## src/rtl/ckdiv_pkg.sv

```systemverilog
package ckdiv_pkg;
   localparam int REG_W   = 32;
   localparam int ADDR_W  = 3;
   // register offsets
   localparam logic [ADDR_W-1:0] A_DIV  = 3'd0;
   localparam logic [ADDR_W-1:0] A_ENA  = 3'd1;
   localparam logic [ADDR_W-1:0] A_SRC  = 3'd2;
   localparam logic [ADDR_W-1:0] A_CMD  = 3'd3;
   localparam logic [ADDR_W-1:0] A_STAT = 3'd4;
   localparam logic [ADDR_W-1:0] A_RAW  = 3'd5;
   // field positions decoded by software
   localparam int B_START = 31;
   localparam int B_UPD   = 21;
   localparam int B_WAIT  = 13;
   localparam int B_BUSY  = 9;
   localparam int B_LOCK  = 12;
endpackage

```

## src/rtl/ckdiv_regs.sv

```systemverilog
module ckdiv_regs
   import ckdiv_pkg::*;
#(
   parameter int DIV_W   = 8,
   parameter int SRC_W   = 2,
   parameter int RST_DIV = 1
) (
   input  logic              clk,
   input  logic              rst_n,
   input  logic              wr_en,
   input  logic [ADDR_W-1:0] addr,
   input  logic [REG_W-1:0]  wdata,
   input  logic              data_busy,
   output logic [REG_W-1:0]  rdata,
   output logic [DIV_W-1:0]  act_div,
   output logic              act_ena,
   output logic [SRC_W-1:0]  act_src,
   output logic              pend,
   output logic              pend_wait,
   output logic              lock_err
);
   logic [DIV_W-1:0] stg_div;
   logic             stg_ena;
   logic [SRC_W-1:0] stg_src;
   logic             pend_upd;
   logic             cmd_wr, accept;

   assign cmd_wr = wr_en && (addr == A_CMD) && wdata[B_START];
   assign accept = pend && !(pend_wait && data_busy);

   always_ff @(posedge clk or negedge rst_n) begin
      if (!rst_n) begin
         stg_div   <= DIV_W'(RST_DIV);
         stg_ena   <= 1'b0;
         stg_src   <= '0;
         act_div   <= DIV_W'(RST_DIV);
         act_ena   <= 1'b0;
         act_src   <= '0;
         pend      <= 1'b0;
         pend_wait <= 1'b0;
         pend_upd  <= 1'b0;
         lock_err  <= 1'b0;
      end else begin
         if (wr_en && addr == A_DIV) stg_div <= wdata[DIV_W-1:0];
         if (wr_en && addr == A_ENA) stg_ena <= wdata[0];
         if (wr_en && addr == A_SRC) stg_src <= wdata[SRC_W-1:0];
         if (wr_en && addr == A_RAW && wdata[B_LOCK]) lock_err <= 1'b0;
         if (pend) begin
            if (cmd_wr) lock_err <= 1'b1;
            if (accept) begin
               pend <= 1'b0;
               if (pend_upd) begin
                  act_div <= stg_div;
                  act_ena <= stg_ena;
                  act_src <= stg_src;
               end
            end
         end else if (cmd_wr) begin
            pend      <= 1'b1;
            pend_wait <= wdata[B_WAIT];
            pend_upd  <= wdata[B_UPD];
         end
      end
   end

   always_comb begin
      rdata = '0;
      case (addr)
         A_DIV:  rdata[DIV_W-1:0] = stg_div;
         A_ENA:  rdata[0] = stg_ena;
         A_SRC:  rdata[SRC_W-1:0] = stg_src;
         A_CMD: begin
            rdata[B_START] = pend;
            rdata[B_UPD]   = pend_upd;
            rdata[B_WAIT]  = pend_wait;
         end
         A_STAT: rdata[B_BUSY] = data_busy;
         A_RAW:  rdata[B_LOCK] = lock_err;
         default: rdata = '0;
      endcase
   end
endmodule

```

## src/rtl/ckdiv_gen.sv

```systemverilog
module ckdiv_gen #(
   parameter int DIV_W     = 8,
   parameter int RST_DIV   = 1,
   parameter bit BYPASS_EN = 1'b1
) (
   input  logic             clk,
   input  logic             rst_n,
   input  logic [DIV_W-1:0] act_div,
   input  logic             act_ena,
   output logic             cclk
);
   logic [DIV_W-1:0] run_div, cnt;
   logic             run_ena, div_q, gate_q, at_end, idle;

   assign at_end = (cnt == run_div - DIV_W'(1));
   assign idle   = !run_ena || (run_div == '0);

   always_ff @(posedge clk or negedge rst_n) begin
      if (!rst_n) begin
         div_q   <= 1'b0;
         cnt     <= '0;
         run_div <= DIV_W'(RST_DIV);
         run_ena <= 1'b0;
      end else if (div_q) begin
         if (at_end) begin
            div_q <= 1'b0;
            cnt   <= '0;
         end else begin
            cnt <= cnt + DIV_W'(1);
         end
      end else if (idle || at_end) begin
         run_div <= act_div;
         run_ena <= act_ena;
         cnt     <= '0;
         div_q   <= act_ena && (act_div != '0);
      end else begin
         cnt <= cnt + DIV_W'(1);
      end
   end

   generate
      if (BYPASS_EN) begin : g_pass
         always_ff @(negedge clk or negedge rst_n) begin
            if (!rst_n) gate_q <= 1'b0;
            else        gate_q <= run_ena && (run_div == '0);
         end
      end else begin : g_nopass
         assign gate_q = 1'b0;
      end
   endgenerate

   assign cclk = div_q | (clk & gate_q);
endmodule

```

## src/rtl/ckdiv_top.sv

```systemverilog
module ckdiv_top
   import ckdiv_pkg::*;
#(
   parameter int DIV_W     = 8,
   parameter int SRC_W     = 2,
   parameter int RST_DIV   = 1,
   parameter bit BYPASS_EN = 1'b1
) (
   input  logic              clk,
   input  logic              rst_n,
   input  logic              wr_en,
   input  logic [ADDR_W-1:0] addr,
   input  logic [REG_W-1:0]  wdata,
   output logic [REG_W-1:0]  rdata,
   input  logic              data_busy,
   output logic              cclk,
   output logic              busy,
   output logic              lock_err,
   output logic [SRC_W-1:0]  src_sel
);
   generate
      if (DIV_W < 1 || DIV_W > 12) begin : g_bad_div
         $error("ckdiv_top: DIV_W out of range");
      end
      if (SRC_W < 1 || SRC_W > 4) begin : g_bad_src
         $error("ckdiv_top: SRC_W out of range");
      end
   endgenerate

   logic [DIV_W-1:0] act_div;
   logic             act_ena, pend_wait;

   ckdiv_regs #(.DIV_W(DIV_W), .SRC_W(SRC_W), .RST_DIV(RST_DIV)) u_regs (
      .clk(clk), .rst_n(rst_n), .wr_en(wr_en), .addr(addr), .wdata(wdata),
      .data_busy(data_busy), .rdata(rdata), .act_div(act_div),
      .act_ena(act_ena), .act_src(src_sel), .pend(busy),
      .pend_wait(pend_wait), .lock_err(lock_err)
   );

   ckdiv_gen #(.DIV_W(DIV_W), .RST_DIV(RST_DIV), .BYPASS_EN(BYPASS_EN)) u_gen (
      .clk(clk), .rst_n(rst_n), .act_div(act_div), .act_ena(act_ena),
      .cclk(cclk)
   );
endmodule

```

## config.mk

```make
export PLATFORM = sky130hd
export DESIGN_NAME = ckdiv_top
export DESIGN_NICKNAME = d
export VERILOG_FILES = /design/src/rtl/ckdiv_pkg.sv /design/src/rtl/ckdiv_regs.sv /design/src/rtl/ckdiv_gen.sv /design/src/rtl/ckdiv_top.sv
export SDC_FILE = /design/constraint.sdc
export NUM_CORES = 1
export LEC_CHECK = 0
export BUFFER_PORTS_ARGS = -buffer_cell sky130_fd_sc_hd__buf_2
export CAP_MARGIN = 20
export CORE_MARGIN = 2
export CORE_UTILIZATION = 35
export DETAILED_ROUTE_END_ITERATION = 12
export GPL_TIMING_DRIVEN = 0
export REMOVE_ABC_BUFFERS = 1
export SYNTH_ARGS = -nofsm -noshare
export SYNTH_HDL_FRONTEND = slang
export SYNTH_SLANG_ARGS = --single-unit
```

## constraint.sdc

```tcl
create_clock -name clk -period 3.4 [get_ports clk]
set_clock_uncertainty 0.15 [all_clocks]
set_input_delay 0.17 -clock clk [delete_from_list [all_inputs] [get_ports clk]]
set_output_delay 0.17 -clock clk [all_outputs]
set_load 0.03 [all_outputs]
```

==> flow_metrics.tcl <==
set metrics [dict create \
    gp_congestion 0.811 \
    r2r_setup_slack_ns 0.36 \
    syn_area_um2 2360 \
    grt_pass1_vias 1629 \
    maxSlewHeadroom 0.543 \
    die_h_um 86.1 \
    ir_drop_mv 0.368 \
    cp_cell_sequence "a21o_1 -> buf_2" \
    crit_arrival_ns 2.80 \
    io_buffer_count 36 \
    dpl.hpwl_mm 3.01 \
    dieArea_um2 7410 \
    status "finished clean" \
    seq_area_frac_synth 0.479 \
    synth-edff-count 0 \
    min_from "addr[2]" \
    hold_viol_final 0 \
    die_x_um 86.1 \
    dpl.cell_count 314 \
    syn_avg_cell_area_um2 11.3 \
    start_kind "flip-flop" \
    io_pins 76 \
    antenna_found_initial 0 \
    instances_no_fill 343 \
    worstSkewPairLatency_ns 0.41 \
    setup_tns_ns 0 \
    p_leak_nw 1.40 \
    async_flop_share 1.00 \
    min_to "u_regs.stg_ena$_DFFE_PN0P_" \
    vias 1667 \
    grt_setup_unrepaired "no" \
    cp_max_fo 1 \
    layout.nets 307 \
    finalSetupViolations 0 \
    rows 29 \
    ant_nets 0 \
    r2r_cells 3 \
    postSynthCellCount 208 \
    routed_wirelength_mm 4.30 \
    via_per_inst 4.86 \
    synth_most_common_cell "dfrtp_1" \
    wl_per_cell_um 12.5 \
    worstSetupStartpoint "u_gen.gate_q$_DFF_NN0_" \
    r2r-start "u_gen.run_div[2]$_DFFE_PN0P_" \
    cp_slowest_stage_delay_ns 0.39 \
    yosysWarnings 0 \
    ys_ff_latch 45 \
    drtIter0Drc 61 \
    timing.rr.end "u_gen.gate_q$_DFF_NN0_" \
    synthFlopType "dfrtp_1" \
    synth_cell_types 41 \
    synth_top_cells_by_area "dfrtp_1, mux2_2, buf_4" \
    coreArea_um2 6420 \
    grt.total_usage 0.131 \
    path_class "reg2out" \
    p_per_area_nw_per_um2 678 \
    slowest_stage "dfrtn_1" \
    grt_pass1_wl_mm 7.62 \
    worstMarginPinSlew_ns 0.683 \
    synth_area_leader_cell "dfrtp_1" \
    synth_commonest_cells "dfrtp_1, mux2_2, buf_4" \
    crit_path_end_kind "output port" \
    diodes 0 \
    drc 0 \
    postCtsSetupRepairBufs 0 \
    cts_tree "built" \
    syn2layout_area_growth_pct 21.1 \
    min_delay_path_depth 3 \
    drive_gt1_frac 0.342 \
    slew_violations 0 \
    power_mw 1.93 \
    start_util 0.367 \
    cp.required_ns 3.08 \
    grt_max_degree 46 \
    gr-total-overflow 0 \
    maxCapViolCount 0 \
    fin_util 0.445 \
    hold_path.class "in2reg" \
    clkSlewWorstSetupHoldPaths_ns 0.10 \
    dr.pass1.iters 3 \
    synth_top_cell_area_share 0.435 \
]
==> worst max-delay path by stage <==
stage	endpoint	slack (ns)	cells after the start
after global routing	u_gen.gate_q$_DFF_NN0_	0.22	3
after detailed placement	u_gen.gate_q$_DFF_NN0_	0.36	3
after global placement	u_gen.gate_q$_DFF_NN0_	0.37	3
after CTS	cclk	0.25	2
final	cclk	0.28	2
after floorplan	u_gen.gate_q$_DFF_NN0_	0.49	4
==> area by class of cell <==
type                       count  area [µm²]
inverter                       4        15.0
clock inverter                 3        28.8
fill                         592        3570
sequential                    45        1130
tap                           77        96.3
clock buffer                   9         115
timing repair buffer          53         363
multi-input combinational    152        1110
==> sequential cells by signal, indices dropped and copies added (netlist names), 2 cells and up <==
| name | flops |
|---|---|
| u_gen.run_div | 8 |
| u_regs.act_div | 8 |
| u_gen.cnt | 8 |
| u_regs.stg_src | 2 |
| u_regs.stg_div | 8 |
| u_regs.act_src | 2 |
==> through the flow <==
step	setup slack, ns	hold slack, ns	instance area, µm²
after detailed placement	0.358	0.250	2530
after global routing	0.216	0.150	2860
after global placement	0.367	0.253	2530
after floorplan	0.491	-0.276	2250
after CTS	0.250	0.0911	2820
final	0.284	0.0963	2860
==> worst max-delay path, delay by kind of cell (launching register included) <==
kind	cells	cell delay, ns
compound gates	1	0.11
buf+inv	1	0.19
flops	1	0.39
==> timing repair <==
action	in CTS	in global routing
endpoints found under the setup margin	0	0
resized for setup	0	0
hold buffers	15	1
endpoints found under the hold margin	56	5
==> metal layers <==
metal,routed length [µm],track usage,vias to the layer above
met1,2020,0.166,809
met5,0,0,-
met4,55,0.0577,0
met3,202,0.0414,6
met2,2020,0.206,49
li1,-,-,803
==> cell usage in the layout, fill, tap and decap left out, drive strengths merged, types with 6 or more instances in the layout <==
cell type     n
buf          38
xnor2         7
clkbuf        8
dlygate4sd3  16
mux2         32
and2         10
nor3          6
nand2         8
xor2          7
nor2         16
conb         19
inv           7
dfrtp        41
==> logic make-up after synthesis <==
| logic type | count (synthesis) | share of synthesized area |
|---|---|---|
| AND/OR/NAND/NOR | 63 | 0.141 |
| flip-flops | 45 | 0.479 |
| multiplexers | 36 | 0.170 |
| buffers and inverters | 29 | 0.0796 |
| AO/OA/AOI/OAI | 17 | 0.0605 |
| XOR/XNOR | 14 | 0.0520 |
| adder cells (fa/ha/maj) | 3 | 0.0159 |
| other | 1 | 0.00159 |
==> power by group <==
part	total (mW)	internal [mW]	switching [mW]
logic	0.642	0.312	0.329
registers	0.811	0.674	0.136
clock network	0.482	0.240	0.242
No activity file was read; power rests on OpenSTA's default activity.
